**src/rtl/rpt_pkg.sv**
```systemverilog
package rpt_pkg;
  parameter int unsigned RES_W = 14;

  localparam int unsigned PAD_CSEL   = 0;
  localparam int unsigned PAD_SDATA  = 1;
  localparam int unsigned PAD_CCLKO  = 2;
  localparam int unsigned PAD_DCLK   = 3;
  localparam int unsigned PAD_CCLKI  = 4;

  typedef enum logic {
    FMT_WORD   = 1'b0,
    FMT_STREAM = 1'b1
  } fmt_e;
endpackage

```
**src/rtl/rpt_rst_sync.sv**
```systemverilog
module rpt_rst_sync #(
  parameter int unsigned STAGES = 2
) (
  input  logic clk,
  input  logic arst_n,
  output logic rst_n_out
);
  logic [STAGES-1:0] chain_q;
  logic [STAGES-1:0] chain_d;

  always_comb begin
    chain_d = {chain_q[STAGES-2:0], 1'b1};
  end

  always_ff @(posedge clk or negedge arst_n) begin
    if (!arst_n) chain_q <= '0;
    else         chain_q <= chain_d;
  end

  assign rst_n_out = chain_q[STAGES-1];
endmodule

```
**src/rtl/rpt_edge_sync.sv**
```systemverilog
module rpt_edge_sync #(
  parameter int unsigned STAGES = 2
) (
  input  logic clk,
  input  logic rst_n,
  input  logic async_in,
  output logic level,
  output logic fall
);
  logic [STAGES-1:0] sync_q;
  logic [STAGES-1:0] sync_d;
  logic              prev_q;
  logic              prev_d;

  generate
    for (genvar g = 0; g < STAGES; g++) begin : g_stage
      if (g == 0) begin : g_first
        always_comb sync_d[g] = async_in;
      end else begin : g_rest
        always_comb sync_d[g] = sync_q[g-1];
      end
    end
  endgenerate

  always_comb prev_d = sync_q[STAGES-1];

  always_ff @(posedge clk or negedge rst_n) begin
    if (!rst_n) begin
      sync_q <= '1;
      prev_q <= 1'b1;
    end else begin
      sync_q <= sync_d;
      prev_q <= prev_d;
    end
  end

  assign level = sync_q[STAGES-1];
  assign fall  = prev_q & ~sync_q[STAGES-1];

  // a detected falling edge lasts exactly one system cycle
  a_r7_fall_single: assert property (@(posedge clk) disable iff (!rst_n)
    fall |=> !fall);
endmodule

```
**src/rtl/rpt_cclk_sel.sv**
```systemverilog
module rpt_cclk_sel #(
  parameter bit EXT_ALLOWED = 1'b1
) (
  input  logic fmt_serial,
  input  logic sel_ext,
  input  logic ext_cclk,
  input  logic int_cclk,
  output logic cclk
);
  generate
    if (EXT_ALLOWED) begin : g_mux
      logic use_ext;
      always_comb begin
        use_ext = fmt_serial & sel_ext;
        cclk    = use_ext ? ext_cclk : int_cclk;
      end
    end else begin : g_fixed
      logic unused_ok;
      always_comb begin
        unused_ok = fmt_serial ^ sel_ext ^ ext_cclk;
        cclk      = int_cclk;
      end
    end
  endgenerate
endmodule

```
**src/rtl/rpt_ser_shift.sv**
```systemverilog
module rpt_ser_shift #(
  parameter int unsigned W = 14
) (
  input  logic         clk,
  input  logic         rst_n,
  input  logic         load,
  input  logic [W-1:0] load_data,
  input  logic         step,
  output logic         sdo
);
  localparam int unsigned CW = $clog2(W + 1);
  localparam logic [CW-1:0] FULL = CW'(W);

  logic [W-1:0]  shreg_q, shreg_d;
  logic [CW-1:0] left_q, left_d;
  logic          advance;
  logic          upd_en;

  always_comb begin
    advance = step && (left_q != '0);
    upd_en  = load || advance;
    shreg_d = shreg_q;
    left_d  = left_q;
    if (load) begin
      shreg_d = load_data;
      left_d  = FULL;
    end else if (advance) begin
      shreg_d = {shreg_q[W-2:0], 1'b0};
      left_d  = left_q - 1'b1;
    end
  end

  always_ff @(posedge clk or negedge rst_n) begin
    if (!rst_n) begin
      shreg_q <= '0;
      left_q  <= '0;
    end else if (upd_en) begin
      shreg_q <= shreg_d;
      left_q  <= left_d;
    end
  end

  assign sdo = shreg_q[W-1];

  // a load puts the new MSB on the stream line
  a_r6_load_msb: assert property (@(posedge clk) disable iff (!rst_n)
    load |=> sdo == $past(load_data[W-1]));
  // one edge consumes exactly one bit
  a_r7_count_step: assert property (@(posedge clk) disable iff (!rst_n)
    (!load && step && left_q != '0) |=> left_q == $past(left_q) - 1'b1);
  // without an edge or load the stream does not move
  a_r7_hold: assert property (@(posedge clk) disable iff (!rst_n)
    (!load && !step) |=> $stable(shreg_q));
  // once every bit is sent nothing but zeros remains
  a_r8_drained: assert property (@(posedge clk) disable iff (!rst_n)
    (left_q == '0) |-> (shreg_q == '0));
endmodule

```
**src/rtl/rpt_result_port.sv**
```systemverilog
module rpt_result_port #(
  parameter int unsigned RES_W      = rpt_pkg::RES_W,
  parameter int unsigned SYNC_DEPTH = 2
) (
  input  logic             clk,
  input  logic             rst_n,
  input  logic             fmt_serial,
  input  logic             cs_n,
  input  logic             rd_n,
  input  logic             res_valid,
  input  logic [RES_W-1:0] res_data,
  input  logic             int_cclk,
  input  logic [RES_W-1:0] pad_in,
  output logic [RES_W-1:0] pad_out,
  output logic [RES_W-1:0] pad_oe,
  output logic             conv_clk
);
  import rpt_pkg::*;

  localparam logic [RES_W-1:0] STREAM_OE =
    (RES_W'(1) << PAD_SDATA) | (RES_W'(1) << PAD_CCLKO);

  fmt_e             fmt;
  logic             srst_n;
  logic [RES_W-1:0] held_q, held_d;
  logic             dclk_level;
  logic             dclk_fall;
  logic             sdo;
  logic             word_read;

  assign fmt = fmt_e'(fmt_serial);

  rpt_rst_sync #(.STAGES(2)) u_rst (
    .clk       (clk),
    .arst_n    (rst_n),
    .rst_n_out (srst_n)
  );

  always_comb held_d = res_data;

  always_ff @(posedge clk or negedge srst_n) begin
    if (!srst_n)        held_q <= '0;
    else if (res_valid) held_q <= held_d;
  end

  rpt_edge_sync #(.STAGES(SYNC_DEPTH)) u_dclk (
    .clk      (clk),
    .rst_n    (srst_n),
    .async_in (pad_in[PAD_DCLK]),
    .level    (dclk_level),
    .fall     (dclk_fall)
  );

  rpt_ser_shift #(.W(RES_W)) u_shift (
    .clk       (clk),
    .rst_n     (srst_n),
    .load      (res_valid),
    .load_data (res_data),
    .step      (dclk_fall && (fmt == FMT_STREAM)),
    .sdo       (sdo)
  );

  rpt_cclk_sel #(.EXT_ALLOWED(1'b1)) u_cclk (
    .fmt_serial (fmt_serial),
    .sel_ext    (pad_in[PAD_CSEL]),
    .ext_cclk   (pad_in[PAD_CCLKI]),
    .int_cclk   (int_cclk),
    .cclk       (conv_clk)
  );

  always_comb begin
    word_read = !cs_n && !rd_n;
    pad_out   = '0;
    pad_oe    = '0;
    if (fmt == FMT_STREAM) begin
      pad_out[PAD_SDATA] = sdo;
      pad_out[PAD_CCLKO] = conv_clk;
      pad_oe             = STREAM_OE;
    end else begin
      pad_out = held_q;
      pad_oe  = {RES_W{word_read}};
    end
  end

  // the held result only changes on a valid pulse
  a_r3_hold: assert property (@(posedge clk) disable iff (!srst_n)
    !res_valid |=> $stable(held_q));
  // a valid pulse captures the presented result
  a_r3_capture: assert property (@(posedge clk) disable iff (!srst_n)
    res_valid |=> held_q == $past(res_data));
  // pads float in word format unless the host reads
  a_r2_float: assert property (@(posedge clk) disable iff (!srst_n)
    (!fmt_serial && (cs_n || rd_n)) |-> pad_oe == '0);
  // stream format drives only two pads
  a_r4_two_pads: assert property (@(posedge clk) disable iff (!srst_n)
    fmt_serial |-> $countones(pad_oe) == 2);
  // the synchronised data clock level is never unknown after reset
  a_r7_level_known: assert property (@(posedge clk) disable iff (!srst_n)
    !$isunknown(dclk_level));
endmodule

```
**config.mk**
```make
export PLATFORM = sky130hd
export DESIGN_NAME = rpt_result_port
export DESIGN_NICKNAME = d
export VERILOG_FILES = /design/src/rtl/rpt_pkg.sv /design/src/rtl/rpt_rst_sync.sv /design/src/rtl/rpt_edge_sync.sv /design/src/rtl/rpt_cclk_sel.sv /design/src/rtl/rpt_ser_shift.sv /design/src/rtl/rpt_result_port.sv
export SDC_FILE = /design/constraint.sdc
export NUM_CORES = 1
export LEC_CHECK = 0
export BUFFER_PORTS_ARGS = -buffer_cell sky130_fd_sc_hd__buf_2
export CAP_MARGIN = 25
export CORE_MARGIN = 2
export CORE_UTILIZATION = 49
export DETAILED_ROUTE_END_ITERATION = 6
export HOLD_SLACK_MARGIN = 0.15
export PLACE_DENSITY_LB_ADDON = 0.12
export SYNTH_ARGS = -nofsm -noshare
export SYNTH_HDL_FRONTEND = slang
export SYNTH_HIERARCHICAL = 1
export SYNTH_SLANG_ARGS = --single-unit
```
**constraint.sdc**
```tcl
create_clock -name clk -period 1.6 [get_ports clk]
set_input_delay 0.16 -clock clk [delete_from_list [all_inputs] [get_ports clk]]
set_output_delay 0.16 -clock clk [all_outputs]
set_load 0.02 [all_outputs]
```
After elaboration in Yosys (flattened, before gate mapping)
Cells that the tools add are included.
Operators by class
  add/sub/neg operators: 1
  muxes and demuxes: 9
  bitwise operators: 3
  reductions and logical operators: 9
Operators with widths (count)
  $mux 14: 3
  $mux 11: 1
  $mux 4: 2
  $reduce_bool 4->1: 1
  $sub 4x1->4 const B: 1
  $logic_and 1x1->1: 3
  $and 1x1->1: 2
  $logic_not 1->1: 2
  $mux 1: 2
  $mux 2: 1
  $reduce_and 2->1: 1
  $reduce_bool 2->1: 1
  $logic_or 1x1->1: 1
  $not 1->1: 1
Storage, ports and cells
  register bits after elaboration: 37
  output and inout bits: 29
  logic and storage cells: 28

Depth between registers and ports, before layout
  word-level depth: 6
  mapped depth: 6
  mapped depth without buffers: 5

Modules after synthesis
Netlist, hierarchy kept.
Modules (own cells, without submodules)
  rpt_ser_shift: times used 1, cells an instance 98, area each 927.1 µm², sequential area each 450.4 µm²
  rpt_result_port: times used 1, cells an instance 59, area each 730.7 µm², sequential area each 350.3 µm²
  rpt_edge_sync: times used 1, cells an instance 4, area each 92.6 µm², sequential area each 78.8 µm²
  rpt_rst_sync: times used 1, cells an instance 3, area each 53.8 µm², sequential area each 50.0 µm²
  rpt_cclk_sel: times used 1, cells an instance 2, area each 18.8 µm², sequential area each 0.0 µm²

Worst setup path before layout
Ideal clock, no wire load.
  kind: input-to-output
  from: in fmt_serial
  to: out pad_oe[10]
  arrival: 1671 ps
  required time: 1440 ps
  slack: -231 ps
  cell stages on the path: 3
  path through: buf_2 -> nor3_1 -> buf_4
Between the ends
  cells in the longest elaborated chain, start to end: 1
RTL lines
  start: declaration: line rpt_result_port.sv:7  | input logic fmt_serial,
  $mux 14: line rpt_result_port.sv:75  | if (fmt == FMT_STREAM) begin
  end: declaration: line rpt_result_port.sv:15  | output logic [RES_W-1:0] pad_oe,
Every way passes these cells.

Worst setup path in the final report
  from: reg u_dclk.prev_q
  to: reg u_shift.left_q[3]
Between the ends
  cells in the longest elaborated chain, start to end: 5
  elaborated cells on any way between the ends: 6
RTL lines
  start: declaration: line rpt_edge_sync.sv:12  | logic prev_q;
  start signal: assignment: line rpt_edge_sync.sv:33  | prev_q <= prev_d;
  $and 1x1->1 *: line rpt_edge_sync.sv:38  | assign fall = prev_q & ~sync_q[STAGES-1];
  via dclk_fall: line rpt_result_port.sv:27  | logic dclk_fall;
  $logic_and 1x1->1 *: line rpt_result_port.sv:59  | .step (dclk_fall && (fmt == FMT_STREAM)),
  $logic_and 1x1->1 *: line rpt_ser_shift.sv:20  | advance = step && (left_q != '0);
  $reduce_bool 2->1 (no source line) or $logic_or 1x1->1 (tied branches)
  $reduce_and 2->1 (no source line) *
  end signal: assignment: line rpt_ser_shift.sv:39  | left_q <= left_d;
  end: declaration: line rpt_ser_shift.sv:15  | logic [CW-1:0] left_q, left_d;
The timed path passes the listed nets; every way through them passes the cells marked *.
A chain may end at the register's enable or synchronous reset.

==> metrics.txt <==
final worst slack=-0.0170 ns; area leader, netlist=dfrtp_1; CP delay by family, top=simple AND/OR/NAND/NOR gates; Startpoint Class=register; RSZ-0062 raised after global routing=true; most frequent cells in the layout=52 x buf_2, 34 x dfrtp_1, 20 x nor2b_1; failing checks=setup timing; Clock transition at path regs=0.07 ns; core area=3610 um^2; static leakage=approximately 1.1 nW; critical-path maximum fanout=3; GRT busiest layer=met2; Bufs on Longest Clock Path=2; initial antenna violation count=0; register area share after synthesis=0.510; GPL Wtd Cong=~0.78; Initial DRT Pass Iterations=4; Final nets=270; Die Width=65.0 um; count of input and output buffers=52; crit-path max cell delay=0.52 ns; crit-path cells=nor2b_4 -> and2_4 -> or4b_4 -> a211o_1; routed wire length=4000 um; antenna cell count=0; met3 GRT Util=0.0642; CP max-delay cell=dfstp_2; Max Freq=about 620 MHz; GR Overflow Total=0; Area Growth Syn to Fin=34.7%; global-route wire length before repair=6380 um; initial core utilization=0.506; fin crit share=1.01; # rows=22; Hold Crit Class=primary input to async pin; detail-routed via count per cell=5.26; CTS tree=yes; Final Hold Fails=0; fin crit period=roughly 1.6 ns; Syn Nets=just over 200; die area=4220 um^2; synth top area cells=dfrtp_1 47%, mux2_2 9.9%, nor2b_1 6.9%; Netlist cell types=30; GR met2 Demand/Resource=0.352; Worst EP required=1.77 ns; met1 Use GR=0.232; Overall Global Routing Usage=0.202; final setup vio count=2; average instance area after synthesis=11.0 um^2; Num CTS Buffers=5; I/O pins=64; outcome=complete, but fails checks; Finished Layout Cells=283; Initial DRC Count=33; crit path kind=register to register; Buf+Inv Stages, Crit Path=0; arrival time worst endpoint=1.79 ns; share of cells above drive strength 1=0.451; htree depth=2; skew final=0.0113 ns; Max IR drop VDD=0.637 mV; Residual DRC=0; Syn. warnings=6; die height=65.0 um; HPWL Detailed=roughly 2600 um; detailed-route via count=1489; setup TNS=-0.0207 ns; antenna viol nets, final=0; max cap viols=0; post-synth design cell area=1820 um^2; most common cell after layout, fill and taps aside=buf_2; endpoint type of the worst setup path=register; largest net degree at the start of global routing=36; Yosys top cell area share=0.467; clock root buffer=clkbuf_8; cell count after placement=257; CTS sink count=37; #FFs+latches synth=37; Final Slew Violations=0; Pwr per Cell Area=between 800 and 900 nW/um^2; Post-Syn Instances=166; WL per Instance=14.1 um; clock latency on the worst-skew pair=0.29 ns; vias in the first global route=1447
logic make-up after synthesis:
kind of cell / share of synthesized area
mux: 0.107
compound gates: 0.133
other cells: 0.00206
buf+inv: 0.0810
flops: 0.510
fa+ha+maj: 0.00686
simple gates: 0.160
final timing paths:
path	start	to	slack, ns	cells past startpoint
setup reg to reg	u_dclk/prev_q	u_shift/left_q[3]	-0.02	4
min in group clk	res_valid	u_shift/left_q[0]	0.34	2
setup / recovery	u_dclk/prev_q	u_shift/left_q[3]	-0.02	4
max in group asynchronous	u_rst/chain_q[1]	u_dclk/sync_q[0]	0.97	1
hold reg to reg	u_rst/chain_q[1]	held_q[8]	0.28	1
hold / removal	rst_n	u_rst/chain_q[0]	0.18	2
final cells by class:
class	instances	area, um^2
inverters	3	11.3
fillers	283	1150
multi-input cells	105	820
repair buffers	82	546
clock buffers	8	90.1
flip-flops and latches	37	930
well taps	48	60.1
report_power, final:
group / leakage [nW] / switching [W] / internal (W)
registers: 0.425 / 0.0000421 / 0.00102
logic: 0.654 / 0.000209 / 0.000202
clock network: 0.0455 / 0.000315 / 0.000351
total: 1.12 / 0.000565 / 0.00157
state kept, by name, indices dropped and copies added (netlist names):
register,flops
u_shift/left_q,4
u_dclk/prev_q,1
held_q,14
u_rst/chain_q,2
u_shift/shreg_q,14
u_dclk/sync_q,2
cells in the mapped netlist:
cell type,number
a211o_1,7
a21oi_1,11
a221o_1,1
a31oi_1,5
and2_1,5
buf_2,4
buf_4,12
buf_6,1
clkbuf_1,4
conb_1,1
dfrtp_1,34
dfstp_2,3
ha_1,1
inv_1,3
mux2_2,16
mux2_4,1
nand2_1,7
nand2b_1,5
nand3_1,1
nor2b_1,20
nor2b_4,1
nor3_1,4
nor3b_1,1
nor3b_2,1
o211ai_1,3
o21ai_0,5
o21ai_1,6
o21bai_1,1
or3b_1,1
or4b_1,1
stage by stage:
| stage | hold slack [ns] | total power, W | util | cell area, um^2 | worst slack, ns |
|---|---|---|---|---|---|
| 6_report | 0.182 | 0.00214 | 0.681 | 2460 | -0.0170 |
| 5_1_grt | 0.197 | 0.00224 | 0.681 | 2460 | -0.0813 |
| 4_1_cts | 0.167 | 0.00214 | 0.658 | 2370 | -0.0340 |
| 3_5_place_dp | -0.0517 | 0.00144 | 0.588 | 2120 | -0.0158 |
| 3_3_place_gp | -0.0555 | 0.00142 | 0.588 | 2120 | 0.00663 |
| 2_1_floorplan | -0.136 | 0.00132 | - | 1830 | 0.0110 |
worst reg2reg max path: stages, from the launching register on:
cell	delay (ns)
dfstp_2	0.52
nor2b_4	0.12
and2_4	0.15
or4b_4	0.46
a211o_1	0.26
per-layer routing:
metal	share of wire	routed length (um)	vias to the layer above
met5	0	0	-
met4	0.014	58	0
met3	0.066	266	6
met2	0.50	1990	56
met1	0.42	1690	733
li1	-	-	694
what timing repair did:
action / 4_1_cts / 5_1_grt
buffers inserted: 0 / 2
pin swaps: 0 / 6
resized for setup: 1 / 13
setup endpoints to repair: 4 / 15
hold buffers: 16 / 0
endpoints found under the hold margin: 25 / 0
Power figures use the tool's default switching activity.
